File: config.mk
export PLATFORM = sky130hd
export DESIGN_NAME = qdac_serial_ctrl
export DESIGN_NICKNAME = d
export VERILOG_FILES = /design/src/rtl/qdac_pkg.sv /design/src/rtl/qdac_sync.sv /design/src/rtl/qdac_frame_rx.sv /design/src/rtl/qdac_chan.sv /design/src/rtl/qdac_serial_ctrl.sv
export SDC_FILE = /design/constraint.sdc
export NUM_CORES = 1
export LEC_CHECK = 0
export BUFFER_PORTS_ARGS = -buffer_cell sky130_fd_sc_hd__buf_2
export CAP_MARGIN = 5
export CORE_ASPECT_RATIO = 1.2
export CORE_MARGIN = 3
export CORE_UTILIZATION = 25
export CTS_BUF_LIST = sky130_fd_sc_hd__clkbuf_8
export DETAILED_ROUTE_END_ITERATION = 16
export PLACE_DENSITY = 0.42
export SYNTH_ARGS = -nofsm -noshare
export SYNTH_HDL_FRONTEND = slang
export SYNTH_SLANG_ARGS = --single-unit
File: constraint.sdc
create_clock -name clk -period 2.4 [get_ports clk]
set_input_delay 0.24 -clock clk [delete_from_list [all_inputs] [get_ports clk]]
set_output_delay 0.24 -clock clk [all_outputs]
set_load 0.005 [all_outputs]
File: src/rtl/qdac_pkg.sv
package qdac_pkg;

    localparam int FRAME_BITS = 32;
    localparam int KEEP_BITS  = 28;
    localparam int DATA_W     = 16;
    localparam int MAX_CH     = 4;

    typedef enum logic [3:0] {
        CMD_WR_IN      = 4'b0000,
        CMD_WR_UPD_ALL = 4'b0001,
        CMD_WR_UPD     = 4'b0010,
        CMD_UPD        = 4'b0011,
        CMD_SET_CLR    = 4'b0101,
        CMD_SET_SWLD   = 4'b0110
    } qdac_cmd_e;

    typedef enum logic [1:0] {
        CLR_ZERO = 2'b00,
        CLR_MID  = 2'b01,
        CLR_FULL = 2'b10,
        CLR_NONE = 2'b11
    } qdac_clr_e;

    typedef struct packed {
        logic [3:0]        cmd;
        logic [3:0]        addr;
        logic [DATA_W-1:0] data;
        logic [3:0]        aux;
    } qdac_frame_t;

    function automatic logic [DATA_W-1:0] clear_value(input qdac_clr_e sel);
        logic [DATA_W-1:0] v;
        case (sel)
            CLR_MID:  v = {1'b1, {(DATA_W-1){1'b0}}};
            CLR_FULL: v = {DATA_W{1'b1}};
            default:  v = '0;
        endcase
        return v;
    endfunction

    function automatic logic is_write(input logic [3:0] c);
        return (c == CMD_WR_IN) || (c == CMD_WR_UPD_ALL) || (c == CMD_WR_UPD);
    endfunction

endpackage

File: src/rtl/qdac_sync.sv
module qdac_sync #(
    parameter int          W       = 5,
    parameter int          STAGES  = 2,
    parameter logic [W-1:0] RST_VAL = '1
) (
    input  logic         clk,
    input  logic         rst,
    input  logic [W-1:0] d_async,
    output logic [W-1:0] q
);
    logic [W-1:0] stage [STAGES];

    always_ff @(posedge clk) begin
        if (rst) stage[0] <= RST_VAL;
        else     stage[0] <= d_async;
    end

    for (genvar s = 1; s < STAGES; s++) begin : g_stage
        always_ff @(posedge clk) begin
            if (rst) stage[s] <= RST_VAL;
            else     stage[s] <= stage[s-1];
        end
    end

    assign q = stage[STAGES-1];
endmodule

File: src/rtl/qdac_frame_rx.sv
module qdac_frame_rx
    import qdac_pkg::*;
(
    input  logic        clk,
    input  logic        rst,
    input  logic        sel_n,
    input  logic        bit_in,
    input  logic        shift_edge,
    input  logic        abort,
    output logic        done,
    output qdac_frame_t frame
);
    localparam int CW = $clog2(FRAME_BITS + 1);

    logic [CW-1:0]        cnt;
    logic                 dead;
    logic [KEEP_BITS-1:0] shreg;
    logic [KEEP_BITS-1:0] shnext;

    assign shnext = {shreg[KEEP_BITS-2:0], bit_in};

    always_ff @(posedge clk) begin
        if (rst) begin
            cnt   <= '0;
            dead  <= 1'b0;
            shreg <= '0;
            done  <= 1'b0;
            frame <= '0;
        end else begin
            done <= 1'b0;
            if (abort) begin
                cnt  <= '0;
                dead <= 1'b1;
            end else if (sel_n) begin
                cnt  <= '0;
                dead <= 1'b0;
            end else if (shift_edge && !dead && cnt < CW'(FRAME_BITS)) begin
                shreg <= shnext;
                cnt   <= cnt + 1'b1;
                if (cnt == CW'(FRAME_BITS - 1)) begin
                    done  <= 1'b1;
                    frame <= qdac_frame_t'(shnext);
                end
            end
        end
    end

    assert_done_pulse_R1: assert property (@(posedge clk) disable iff (rst)
        done |=> !done);
    assert_sel_discard_R2: assert property (@(posedge clk) disable iff (rst)
        sel_n |=> (cnt == '0) && !done);
    assert_abort_R10: assert property (@(posedge clk) disable iff (rst)
        abort |=> (cnt == '0) && !done);
endmodule

File: src/rtl/qdac_chan.sv
module qdac_chan
    import qdac_pkg::*;
(
    input  logic              clk,
    input  logic              rst,
    input  logic              clr_load,
    input  logic [DATA_W-1:0] clr_val,
    input  logic              wr_en,
    input  logic [DATA_W-1:0] wr_data,
    input  logic              dac_load,
    output logic [DATA_W-1:0] dac_q
);
    logic [DATA_W-1:0] in_q;
    logic [DATA_W-1:0] in_next;

    assign in_next = wr_en ? wr_data : in_q;

    always_ff @(posedge clk) begin
        if (rst) begin
            in_q  <= '0;
            dac_q <= '0;
        end else if (clr_load) begin
            in_q  <= clr_val;
            dac_q <= clr_val;
        end else begin
            in_q <= in_next;
            if (dac_load) dac_q <= in_next;
        end
    end

    assert_clear_load_R9: assert property (@(posedge clk) disable iff (rst)
        clr_load |=> (dac_q == $past(clr_val)) && (in_q == $past(clr_val)));
    assert_copy_staged_R7: assert property (@(posedge clk) disable iff (rst)
        (dac_load && !wr_en && !clr_load) |=> dac_q == $past(in_q));
    assert_hold_R4: assert property (@(posedge clk) disable iff (rst)
        (!dac_load && !clr_load) |=> $stable(dac_q));
endmodule

File: src/rtl/qdac_serial_ctrl.sv
module qdac_serial_ctrl
    import qdac_pkg::*;
#(
    parameter int N_CH        = 4,
    parameter int SYNC_STAGES = 2
) (
    input  logic                     clk,
    input  logic                     rst,
    input  logic                     sync_n,
    input  logic                     sclk,
    input  logic                     din,
    input  logic                     ldac_n,
    input  logic                     clr_n,
    output logic [N_CH*DATA_W-1:0]   dac_out
);
    localparam int NSIG = 5;

    logic [NSIG-1:0] lvl;
    logic            sel_s, sclk_s, din_s, ldac_s, clr_s;
    logic            sclk_p, ldac_p, clr_p;
    logic            sclk_fall, ldac_fall, clr_fall;

    qdac_sync #(.W(NSIG), .STAGES(SYNC_STAGES), .RST_VAL('1)) u_sync (
        .clk     (clk),
        .rst     (rst),
        .d_async ({clr_n, ldac_n, din, sclk, sync_n}),
        .q       (lvl)
    );

    assign {clr_s, ldac_s, din_s, sclk_s, sel_s} = lvl;

    always_ff @(posedge clk) begin
        if (rst) begin
            sclk_p <= 1'b1;
            ldac_p <= 1'b1;
            clr_p  <= 1'b1;
        end else begin
            sclk_p <= sclk_s;
            ldac_p <= ldac_s;
            clr_p  <= clr_s;
        end
    end

    assign sclk_fall = sclk_p & ~sclk_s;
    assign ldac_fall = ldac_p & ~ldac_s;
    assign clr_fall  = clr_p  & ~clr_s;

    logic        frame_done;
    qdac_frame_t fr;

    qdac_frame_rx u_rx (
        .clk        (clk),
        .rst        (rst),
        .sel_n      (sel_s),
        .bit_in     (din_s),
        .shift_edge (sclk_fall),
        .abort      (clr_fall),
        .done       (frame_done),
        .frame      (fr)
    );

    qdac_clr_e       clr_code;
    logic [N_CH-1:0] sw_ld;
    logic            exec;
    logic            clr_load;
    logic            ld_pulse;
    logic [N_CH-1:0] addr_mask;
    logic [N_CH-1:0] wr_mask;
    logic [N_CH-1:0] upd_mask;
    logic [N_CH-1:0] eff_ld;
    logic [N_CH-1:0] dac_load;

    assign exec     = frame_done & ~clr_fall;
    assign clr_load = clr_fall & (clr_code != CLR_NONE);
    assign ld_pulse = ldac_fall & ~clr_fall;
    assign eff_ld   = {N_CH{~ldac_s}} | sw_ld;

    for (genvar i = 0; i < N_CH; i++) begin : g_addr
        assign addr_mask[i] = (fr.addr == 4'hF) || (fr.addr == 4'(i));
    end

    always_comb begin
        wr_mask  = '0;
        upd_mask = '0;
        if (exec) begin
            case (fr.cmd)
                CMD_WR_IN: wr_mask = addr_mask;
                CMD_WR_UPD_ALL: begin
                    wr_mask  = addr_mask;
                    upd_mask = '1;
                end
                CMD_WR_UPD: begin
                    wr_mask  = addr_mask;
                    upd_mask = addr_mask;
                end
                CMD_UPD: upd_mask = addr_mask;
                default: ;
            endcase
        end
    end

    assign dac_load = {N_CH{ld_pulse}} | upd_mask | (wr_mask & eff_ld);

    always_ff @(posedge clk) begin
        if (rst) begin
            clr_code <= CLR_ZERO;
            sw_ld    <= '0;
        end else if (exec) begin
            if (fr.cmd == CMD_SET_CLR)  clr_code <= qdac_clr_e'(fr.aux[1:0]);
            if (fr.cmd == CMD_SET_SWLD) sw_ld    <= fr.aux[N_CH-1:0];
        end
    end

    logic [DATA_W-1:0] clr_val;
    assign clr_val = clear_value(clr_code);

    for (genvar i = 0; i < N_CH; i++) begin : g_chan
        qdac_chan u_chan (
            .clk      (clk),
            .rst      (rst),
            .clr_load (clr_load),
            .clr_val  (clr_val),
            .wr_en    (wr_mask[i]),
            .wr_data  (fr.data),
            .dac_load (dac_load[i]),
            .dac_q    (dac_out[i*DATA_W +: DATA_W])
        );
    end

    assert_clr_noop_R9: assert property (@(posedge clk) disable iff (rst)
        (clr_fall && clr_code == CLR_NONE) |=> $stable(dac_out));
    assert_force_upd_R5: assert property (@(posedge clk) disable iff (rst)
        (exec && fr.cmd == CMD_WR_UPD && fr.addr == 4'h0)
        |=> dac_out[DATA_W-1:0] == $past(fr.data));
    assert_bad_cmd_R12: assert property (@(posedge clk) disable iff (rst)
        (exec && fr.cmd == 4'b0111 && !ldac_fall) |=> $stable(dac_out));
endmodule

==> results of run 1 <==
==> cells in the mapped netlist (all sizes together) (2+ instances only) <==
library cell,count
dfxtp,210
nand2,166
a21oi,91
nor2,56
clkbuf,54
nand3,48
a211oi,34
a31oi,30
a41oi,29
o21bai,29
buf,22
o21ai,17
mux2,16
a21o,15
or2,14
mux2i,8
nand2b,8
and3,5
a311oi,4
a31o,4
ha,3
nand4,3
nor4,3
and2,2
and4,2
inv,2
nand4b,2
nor2b,2
or3b,2
or4b,2
xnor2,2
xor2,2
==> area by class of cell <==
type / instances / share of cell area, %
multi-input combinational: 607 / 36.40
sequential: 210 / 42.74
timing repair buffer: 106 / 7.263
clock inverter: 18 / 1.145
tap: 401 / 5.100
inverter: 2 / 0.07632
clock buffer: 52 / 7.276
==> per-stage QoR <==
step / hold WS [ps] / std cells
after global routing: 158.7 / 1396
after floorplan: 343.8 / 895
final: 157.8 / 1396
after CTS: 126.0 / 1396
after detailed placement: 397.0 / 1321
after global placement: 396.4 / 1321
==> worst paths after layout <==
check / start / end / slack [ps] / cells past startpoint
worst max register to register: clr_code[0] / g_chan[2].u_chan.dac_q[15] / 260 / 6
worst min register to register: u_sync.stage[0][1] / u_sync.stage[1][1] / 400 / 1
worst min-delay path: rst / g_chan[2].u_chan.in_q[14] / 160 / 2
worst max-delay path: clr_code[0] / g_chan[2].u_chan.dac_q[15] / 260 / 6
==> flip-flops by register name, summed over array words and instances (netlist names) <==
name                 count
clr_code                 2
clr_p                    1
g_chan.u_chan.dac_q     64
g_chan.u_chan.in_q      64
ldac_p                   1
sclk_p                   1
sw_ld                    4
u_rx.cnt                 6
u_rx.dead                1
u_rx.done                1
u_rx.frame              28
u_rx.shreg              27
u_sync.stage            10
==> cell usage in the layout (no fill, tap or decap), types with 4 or more instances in the layout <==
cell type / instances
nand2_1: 163
a311oi_1: 4
mux2i_1: 8
o21ai_0: 17
mux2_2: 16
inv_1: 14
a31oi_1: 30
nor2_1: 56
buf_4: 25
clkbuf_8: 52
buf_2: 69
a21oi_2: 20
a21o_1: 15
a211oi_1: 24
nand2b_1: 8
a41oi_1: 29
dfxtp_1: 210
or2_2: 14
dlygate4sd3_1: 5
and3_1: 5
nand3_1: 47
o21bai_1: 29
a211oi_2: 10
buf_12: 6
a21oi_1: 71
==> per-layer routing <==
| metal | track usage, % | vias to the layer above |
|---|---|---|
| li1 | - | 3322 |
| met1 | 16.70 | 3187 |
| met2 | 23.11 | 134 |
| met3 | 2.036 | 28 |
| met4 | 3.507 | 0 |
| met5 | 0 | - |
==> power by group through the flow <==
| stage | sequential, mW | clock [mW] | combinational, mW |
|---|---|---|---|
| 6_report | 3.63 | 3.55 | 0.409 |
| 3_5_place_dp | 3.71 | 0 | 0.410 |
| 2_1_floorplan | 3.70 | 0 | 0.237 |
| 5_1_grt | 3.64 | 3.86 | 0.454 |
| 4_1_cts | 3.63 | 3.69 | 0.417 |
| 3_3_place_gp | 3.71 | 0 | 0.409 |
==> critical path: cells and delay by family, from the launching register on <==
kind            cells  cell delay, ps
simple gates        2             810
compound gates      2             370
buf+inv             1             340
flops               1             320
fa+ha+maj           1             210
==> cell families (layout without fill, tap and decap cells) <==
group	count (synthesis)	after routing
fa+ha+maj	3	3
xor+xnor	4	4
mux	24	24
flops	210	210
simple gates	321	321
compound gates	255	255
buf+inv	78	178
==> impl_metrics.toml, run 1 <==
[cells_and_area]
num_antenna_cells = 0
seqCellArea_um2 = 4204
synthToLayoutAreaGrowth_pct = 21.08
drive_gt1_share_pct = 23.32
n_fill_cell = 3340
final_core_util_pct = 31.02
fin_nets = 975
multi_input_area_um2 = 3581
finalInstanceArea_um2 = 9837

[synthesis]
synth_compound_area_share_pct = 21.98
synthArstFlopShare_pct = 0
synth-xor-area-share_pct = 0.4312
synth_edf_count = 0
synth_top_area_share_pct = 51.75
netlist_instances = 895
synth_area_leader_cell = "dfxtp_1"
seq_area_frac_synth_pct = 51.75
synth_area_um2 = 8124
ys_ff_latch = 210
synthFlopType = "dfxtp_1"
synth_top_family_by_area = "compound AO/OA/AOI/OAI gates"
synthAdderAreaFrac_pct = 0.4620
syn_area_per_cell_um2 = 9.077
synthSimpleGateAreaFrac_pct = 17.97
synth_mux_area_share_pct = 3.203
yosysWarningCount = 0
ys_types = 49
synthTopCellsByArea = "dfxtp_1 (52%), nand2_1 (7.6%), a21oi_1 (4.4%), a41oi_1 (3.1%), nand3_1 (2.9%)"
syn_nets = 905

[detailed_routing]
first_pass_iters = 5
wl_met1_mm = 10.28
route.met2.wl_mm = 11.59
finalWirelength_mm = 23.26
vias = 6671
wl_met3_um = 996
drc = 0
drtAntennaViolNets = 0
drtIter0Drc = 450
top_layer_used = "met4"
via_per_inst = 4.779
detail_route.wl_per_cell_um = 16.66

[placed_design]
dpl.hpwl_mm = 14.56
gp_congestion = 0.7091
port_buffers = 70
post-place-ws_ps = 269.2
placed_area_um2 = 8959

[timing]
final-setup-viol-count = 0
final.period_utilization_pct = 89.15
finClkSkew_ps = 28.34
worst_slew_pin_slew_ps = 598.2
finalHoldViolCount = 0
rsz0062_at_grt = "no"
setup_ws_ps = 260.3
period_needed_ps = 2140
slew_violations = 0
final.setup.tns_ps = 0
timing.fmax_mhz = 467.4
maxSlewHeadroom_pct = 59.70

[cts]
clock-sinks = 210
post_cts_buffers = 0
cts-root-to-sink-buffers = 3
hold_buffers = 5
insertion_delay_ps = 530
cts-root-buf = "clkbuf_8"
path_clk_slew_ps = 60
h-tree-depth = 2
cts_resized = 0
cts_tree = "yes"
cts_inserted_buffers = 38

[global_routing]
overflow = 0
antenna_found_initial = 0
grt_max_degree = 60
grt_usage_pct = 13.15
grt_pass1_wl_mm = 36.68
grt_pass1_vias = 6493

[pwr]
p_int_mw = 5.805
p_sw_share_pct = 23.51
leakagePower_nw = 3.697
p_sw_mw = 1.784
power_frac_clock_pct = 46.8
power.total_mw = 7.589
powerDensity_nw_per_um2 = 771.5
combPwrFrac_pct = 5.4
peakVddDrop_mv = 0.2771
power_frac_seq_pct = 47.8

[die]
die_w_um = 170.6
io_pins = 71
initial_core_util_pct = 25.62
dieHeight_um = 203.5
die_area_um2 = 34700
num_rows = 71
core_um2 = 31710

[critical_path]
crit_path_start_kind = "flip-flop"
arrival_ps = 2590
slowest_stage = "or3b_2"
end_kind = "flip-flop"
cp.required_ps = 2850
critical_path_class = "flip-flop to flip-flop"
crit_path_max_incr_delay_ps = 450
path_max_fanout = 51
path_cells = "ha_1, or3b_2, buf_4, nor2_1, a311oi_1, a211oi_1"

[worst_hold_path]
hold_class = "input pin to flip-flop"

[flow_run]
maxCapViolCount = 0

[run_status]
status = "finished, final reports clean"
Power figures use the tool's default switching activity.
==> inputs of run 2 (changes only) <==
Settings changed: CELL_PAD_IN_SITES_DETAIL_PLACEMENT set to 1, CELL_PAD_IN_SITES_GLOBAL_PLACEMENT set to 2, PLACE_DENSITY 0.42 to 0.59.
==> run 2 against run 1 <==
  * Worst hold slack lost 51 ps
  * Power decreased by 2.3%
  * Global-route usage increased by 1.5 points
  * First-iteration DRC count fell by 17%
  * Setup slack improved by 72 ps
  * Critical path type unchanged
  * Critical endpoint is now g_chan[0].u_chan.dac_q[3]
==> impl_metrics.toml, run 2 (synthesis results as in run 1) <==
[run_status]
status = "finished, final reports clean"

[timing]
worst_slew_pin_slew_ps = 664.6
finalHoldViolCount = 0
slew_violations = 0
finClkSkew_ps = 16.91
timing.fmax_mhz = 483.7
rsz0062_at_grt = "no"
final.setup.tns_ps = 0
maxSlewHeadroom_pct = 55.53
final.period_utilization_pct = 86.15
period_needed_ps = 2068
final-setup-viol-count = 0
hold-worst-slack_ps = 107.3

[global_routing]
grt_pass1_vias = 6963
grt_usage_pct = 14.64
grt_max_degree = 64
antenna_found_initial = 0
overflow = 0
grt_pass1_wl_mm = 40.09

[critical_path]
crit_path_start_kind = "flip-flop"
crit_family = "simple AND/OR/NAND/NOR gates"
critPathBufInv = 1
end_kind = "flip-flop"
arrival_ps = 2480
path_max_fanout = 15
critical_path_class = "flip-flop to flip-flop"
cp.required_ps = 2810
crit_path_max_incr_delay_ps = 450
slowest_stage = "or3b_2"
path_cells = "ha_1, or3b_2, o21ai_0, a31o_1, and2_1, buf_4, a211oi_1"

[placed_design]
dp.cells = 1331
port_buffers = 70
dpl.hpwl_mm = 16.11
placed_area_um2 = 9059
gp_congestion = 0.7323

[die]
initial_core_util_pct = 25.62
die_w_um = 170.6
core_um2 = 31710
die_area_um2 = 34700
io_pins = 71
num_rows = 71
dieHeight_um = 203.5

[detailed_routing]
route.met2.wl_mm = 12.25
drtAntennaViolNets = 0
drtIter0Drc = 374
wl_met3_um = 823
finalWirelength_mm = 25.17
detail_route.wl_per_cell_um = 17.99
drc = 0
vias = 6794
wl_met1_mm = 11.49
top_layer_used = "met4"
via_per_inst = 4.856
first_pass_iters = 4

[cts]
insertion_delay_ps = 540
hold_buffers = 5
cts-root-buf = "clkbuf_8"
cts_inserted_buffers = 38
cts-root-to-sink-buffers = 3
post_cts_buffers = 0
cts_tree = "yes"
clock-sinks = 210
cts_resized = 0
h-tree-depth = 2
path_clk_slew_ps = 60

[pwr]
peakVddDrop_mv = 0.2955
combPwrFrac_pct = 5.7
p_sw_share_pct = 23.94
power_frac_clock_pct = 45.3
p_sw_mw = 1.776
powerDensity_nw_per_um2 = 752.2
p_int_mw = 5.641
power_frac_seq_pct = 48.9
leakagePower_nw = 3.714
power.total_mw = 7.417

[cells_and_area]
final_common_cell = "dfxtp_1"
synthToLayoutAreaGrowth_pct = 21.36
num_antenna_cells = 0
mostFrequentLayoutCells = "dfxtp_1 (210), nand2_1 (163), a21oi_1 (71)"
reg.largest.list = "g_chan.u_chan.dac_q: 64 flops, g_chan.u_chan.in_q: 64 flops, u_rx.frame: 28 flops"
finalInstanceArea_um2 = 9859
layout.cells.non_filler = 1399
n_fill_cell = 3645
drive_gt1_share_pct = 23.85
fin_nets = 985

[worst_hold_path]
hold_class = "input pin to flip-flop"

[flow_run]
maxCapViolCount = 0
## run 2: cell count changes in the layout (fill, tap and decap cells not counted), sizes merged
| cell | before | now |
|---|---|---|
| buf | 101 | 111 |
| bufinv | 1 | 0 |
| clkbuf | 52 | 51 |
| clkinvlp | 1 | 0 |
| inv | 15 | 11 |
## run 2: power groups by stage
stage	Clock [mW]	Combinational, mW	Sequential [mW]
floorplan	0	0.237	3.70
global placement	0	0.425	3.71
detailed placement	0	0.431	3.71
CTS	3.51	0.439	3.63
global route	3.68	0.481	3.64
finish	3.36	0.425	3.63
## run 2: path summary, 6_finish.rpt
path                           start                        end  slack [ps]  cells past startpoint
setup / recovery         clr_code[0]  g_chan[0].u_chan.dac_q[3]         330                      7
setup reg to reg         clr_code[0]  g_chan[0].u_chan.dac_q[3]         330                      7
hold / removal                   rst             u_rx.frame[14]         110                      2
hold reg to reg   u_sync.stage[0][0]         u_sync.stage[1][0]         400                      1
## run 2: layer usage
metal / GRT usage, % / vias up
met5: 0 / -
met4: 4.638 / 0
met3: 2.811 / 45
met2: 24.45 / 95
met1: 19.05 / 3324
li1: - / 3330
## run 2: area by class of cell
type                    count  area (µm²)  area share [%]
flip-flops and latches    210        4204           42.64
clock inverters            12       48.80          0.4949
well taps                 401       501.7           5.089
multi-input cells         607        3581           36.32
repair buffers            116       814.5           8.261
inverters                   2       7.507         0.07614
clock buffers              51       701.9           7.119
## run 2: per-stage QoR
stage	setup slack [ps]	util [%]
after floorplan	240.4	-
after global placement	347.0	28.56
after detailed placement	311.7	28.56
after CTS	299.4	31.09
after global routing	142.3	31.09
final	332.4	31.09
==> inputs of run 3 (changes only) <==
Settings changed: CTS_BUF_LIST sky130_fd_sc_hd__clkbuf_8 to sky130_fd_sc_hd__clkbuf_16.
==> run 3 against run 2 <==
  * Die area did not move
  * Via count fell by 1.3%
  * Worst hold slack improved by 34 ps
  * Sequential cell count did not move
  * Critical path depth fell by 1
  * Clock power fell by 4%
  * Core utilization fell by 0.28 points
  * Non-clock buffer count did not move
  * Wire length fell by 1.1%
==> impl_metrics.toml, run 3 (synthesis results as in run 1) <==
[run_status]
status = "finished, final reports clean"

[global_routing]
grt_max_degree = 64
overflow = 0
grt_pass1_vias = 6833
grt_usage_pct = 14.29
grt_pass1_wl_mm = 39.60
antenna_found_initial = 0

[timing]
final.setup.tns_ps = 0
period_needed_ps = 2078
slew_violations = 0
worst_slew_pin_slew_ps = 672.0
rsz0062_at_grt = "no"
timing.fmax_mhz = 481.1
final.period_utilization_pct = 86.60
finalHoldViolCount = 0
final-setup-viol-count = 0
setup_ws_ps = 321.6
hold-worst-slack_ps = 141.7
maxSlewHeadroom_pct = 55.04
finClkSkew_ps = 9.464

[cells_and_area]
layout.cells.non_filler = 1374
mostFrequentLayoutCells = "dfxtp_1 (210), nand2_1 (163), a21oi_1 (71)"
final_common_cell = "dfxtp_1"
finalInstanceArea_um2 = 9769
drive_gt1_share_pct = 21.58
fin_nets = 970
final_core_util_pct = 30.80
reg.largest.list = "g_chan.u_chan.dac_q: 64 flops, g_chan.u_chan.in_q: 64 flops, u_rx.frame: 28 flops"
synthToLayoutAreaGrowth_pct = 20.25
num_antenna_cells = 0
n_fill_cell = 3634

[cts]
cts_inserted_buffers = 23
cts_tree = "yes"
cts-root-buf = "clkbuf_16"
cts_resized = 0
path_clk_slew_ps = 60
insertion_delay_ps = 500
cts-root-to-sink-buffers = 3
h-tree-depth = 1
clock-sinks = 210

[pwr]
peakVddDrop_mv = 0.3972
p_sw_share_pct = 23.42
powerDensity_nw_per_um2 = 746.9
combPwrFrac_pct = 5.9
leakagePower_nw = 3.627
power.total_mw = 7.297
p_int_mw = 5.588
power_frac_seq_pct = 49.7
power_frac_clock_pct = 44.4
p_sw_mw = 1.709

[critical_path]
crit_path_start_kind = "flip-flop"
critical_path_class = "flip-flop to flip-flop"
reg2reg_to = "g_chan[2].u_chan.dac_q[15]"
slowest_stage = "or3b_2"
r2r_setup_slack_ps = 320
crit_path_max_incr_delay_ps = 460
cp.required_ps = 2810
reg2reg_depth = 6
end_kind = "flip-flop"
crit-reg2reg-launch = "clr_code[0]"
path_max_fanout = 34
arrival_ps = 2490
path_cells = "ha_1, or3b_2, buf_4, nor2_1, a311oi_1, a211oi_1"

[die]
initial_core_util_pct = 25.62
dieHeight_um = 203.5
io_pins = 71
die_area_um2 = 34700
num_rows = 71
die_w_um = 170.6
core_um2 = 31710

[detailed_routing]
detail_route.wl_per_cell_um = 18.12
drtIter0Drc = 387
via_per_inst = 4.879
drtAntennaViolNets = 0
vias = 6704
drc = 0
finalWirelength_mm = 24.90
first_pass_iters = 4

[worst_hold_path]
hold_depth = 2
holdCritStartpoint = "rst"
min_to = "u_rx.frame[14]"
hold_class = "input pin to flip-flop"

[placed_design]
dpl.hpwl_mm = 16.11
placed_area_um2 = 9059
port_buffers = 70
post-place-ws_ps = 311.7
gp_congestion = 0.7323
dp.cells = 1331

[flow_run]
maxCapViolCount = 0
[run 3: changes by cell type in the layout (fill, tap and decap cells not counted), sizes merged]
cell	delta
clkbuf	-28
inv	-5
bufinv	+1
clkinv	+7
[run 3: how the worst max path moves through the flow]
stage                      from                          to  slack (ps)
finish              clr_code[0]  g_chan[2].u_chan.dac_q[15]         320
global placement    clr_code[0]   g_chan[0].u_chan.dac_q[1]         350
detailed placement  clr_code[0]   g_chan[0].u_chan.dac_q[3]         310
CTS                 clr_code[0]   g_chan[0].u_chan.dac_q[3]         290
floorplan           clr_code[0]  g_chan[3].u_chan.dac_q[10]         240
global route        clr_code[0]   g_chan[0].u_chan.dac_q[0]         120
[run 3: per-layer routing]
| metal | global-route usage [%] | part of all wire [%] |
|---|---|---|
| met2 | 24.39 | 49 |
| met3 | 1.939 | 3.2 |
| met1 | 19.13 | 46 |
| met5 | 0 | 0 |
| met4 | 3.333 | 1.8 |
[run 3: repair_timing]
action                                 in CTS  in global routing
setup buffers                               0                  0
endpoints found under the hold margin       5                  0
hold buffers                                5                  0
[run 3: critical path, delay by kind of cell (launching register included)]
kind                     cells  cell delay [ps]
flip-flops                   1              330
AND/OR/NAND/NOR              2              780
AO/OA/AOI/OAI                2              380
adder cells (fa/ha/maj)      1              200
buffers and inverters        1              290
[run 3: layout make-up]
type	count	area (µm²)	area share [%]
sequential	210	4204	43.03
inverter	2	7.507	0.07684
multi-input combinational	607	3581	36.65
clock buffer	23	575.6	5.891
timing repair buffer	116	814.5	8.338
clock inverter	15	85.08	0.8709
tap	401	501.7	5.136
[run 3: power by group through the flow]
stage / clock, mW / sequential, mW / combinational (mW)
final: 3.24 / 3.63 / 0.427
after global routing: 3.51 / 3.64 / 0.481
after CTS: 3.36 / 3.63 / 0.439
after detailed placement: 0 / 3.71 / 0.431
after global placement: 0 / 3.71 / 0.425
after floorplan: 0 / 3.70 / 0.237
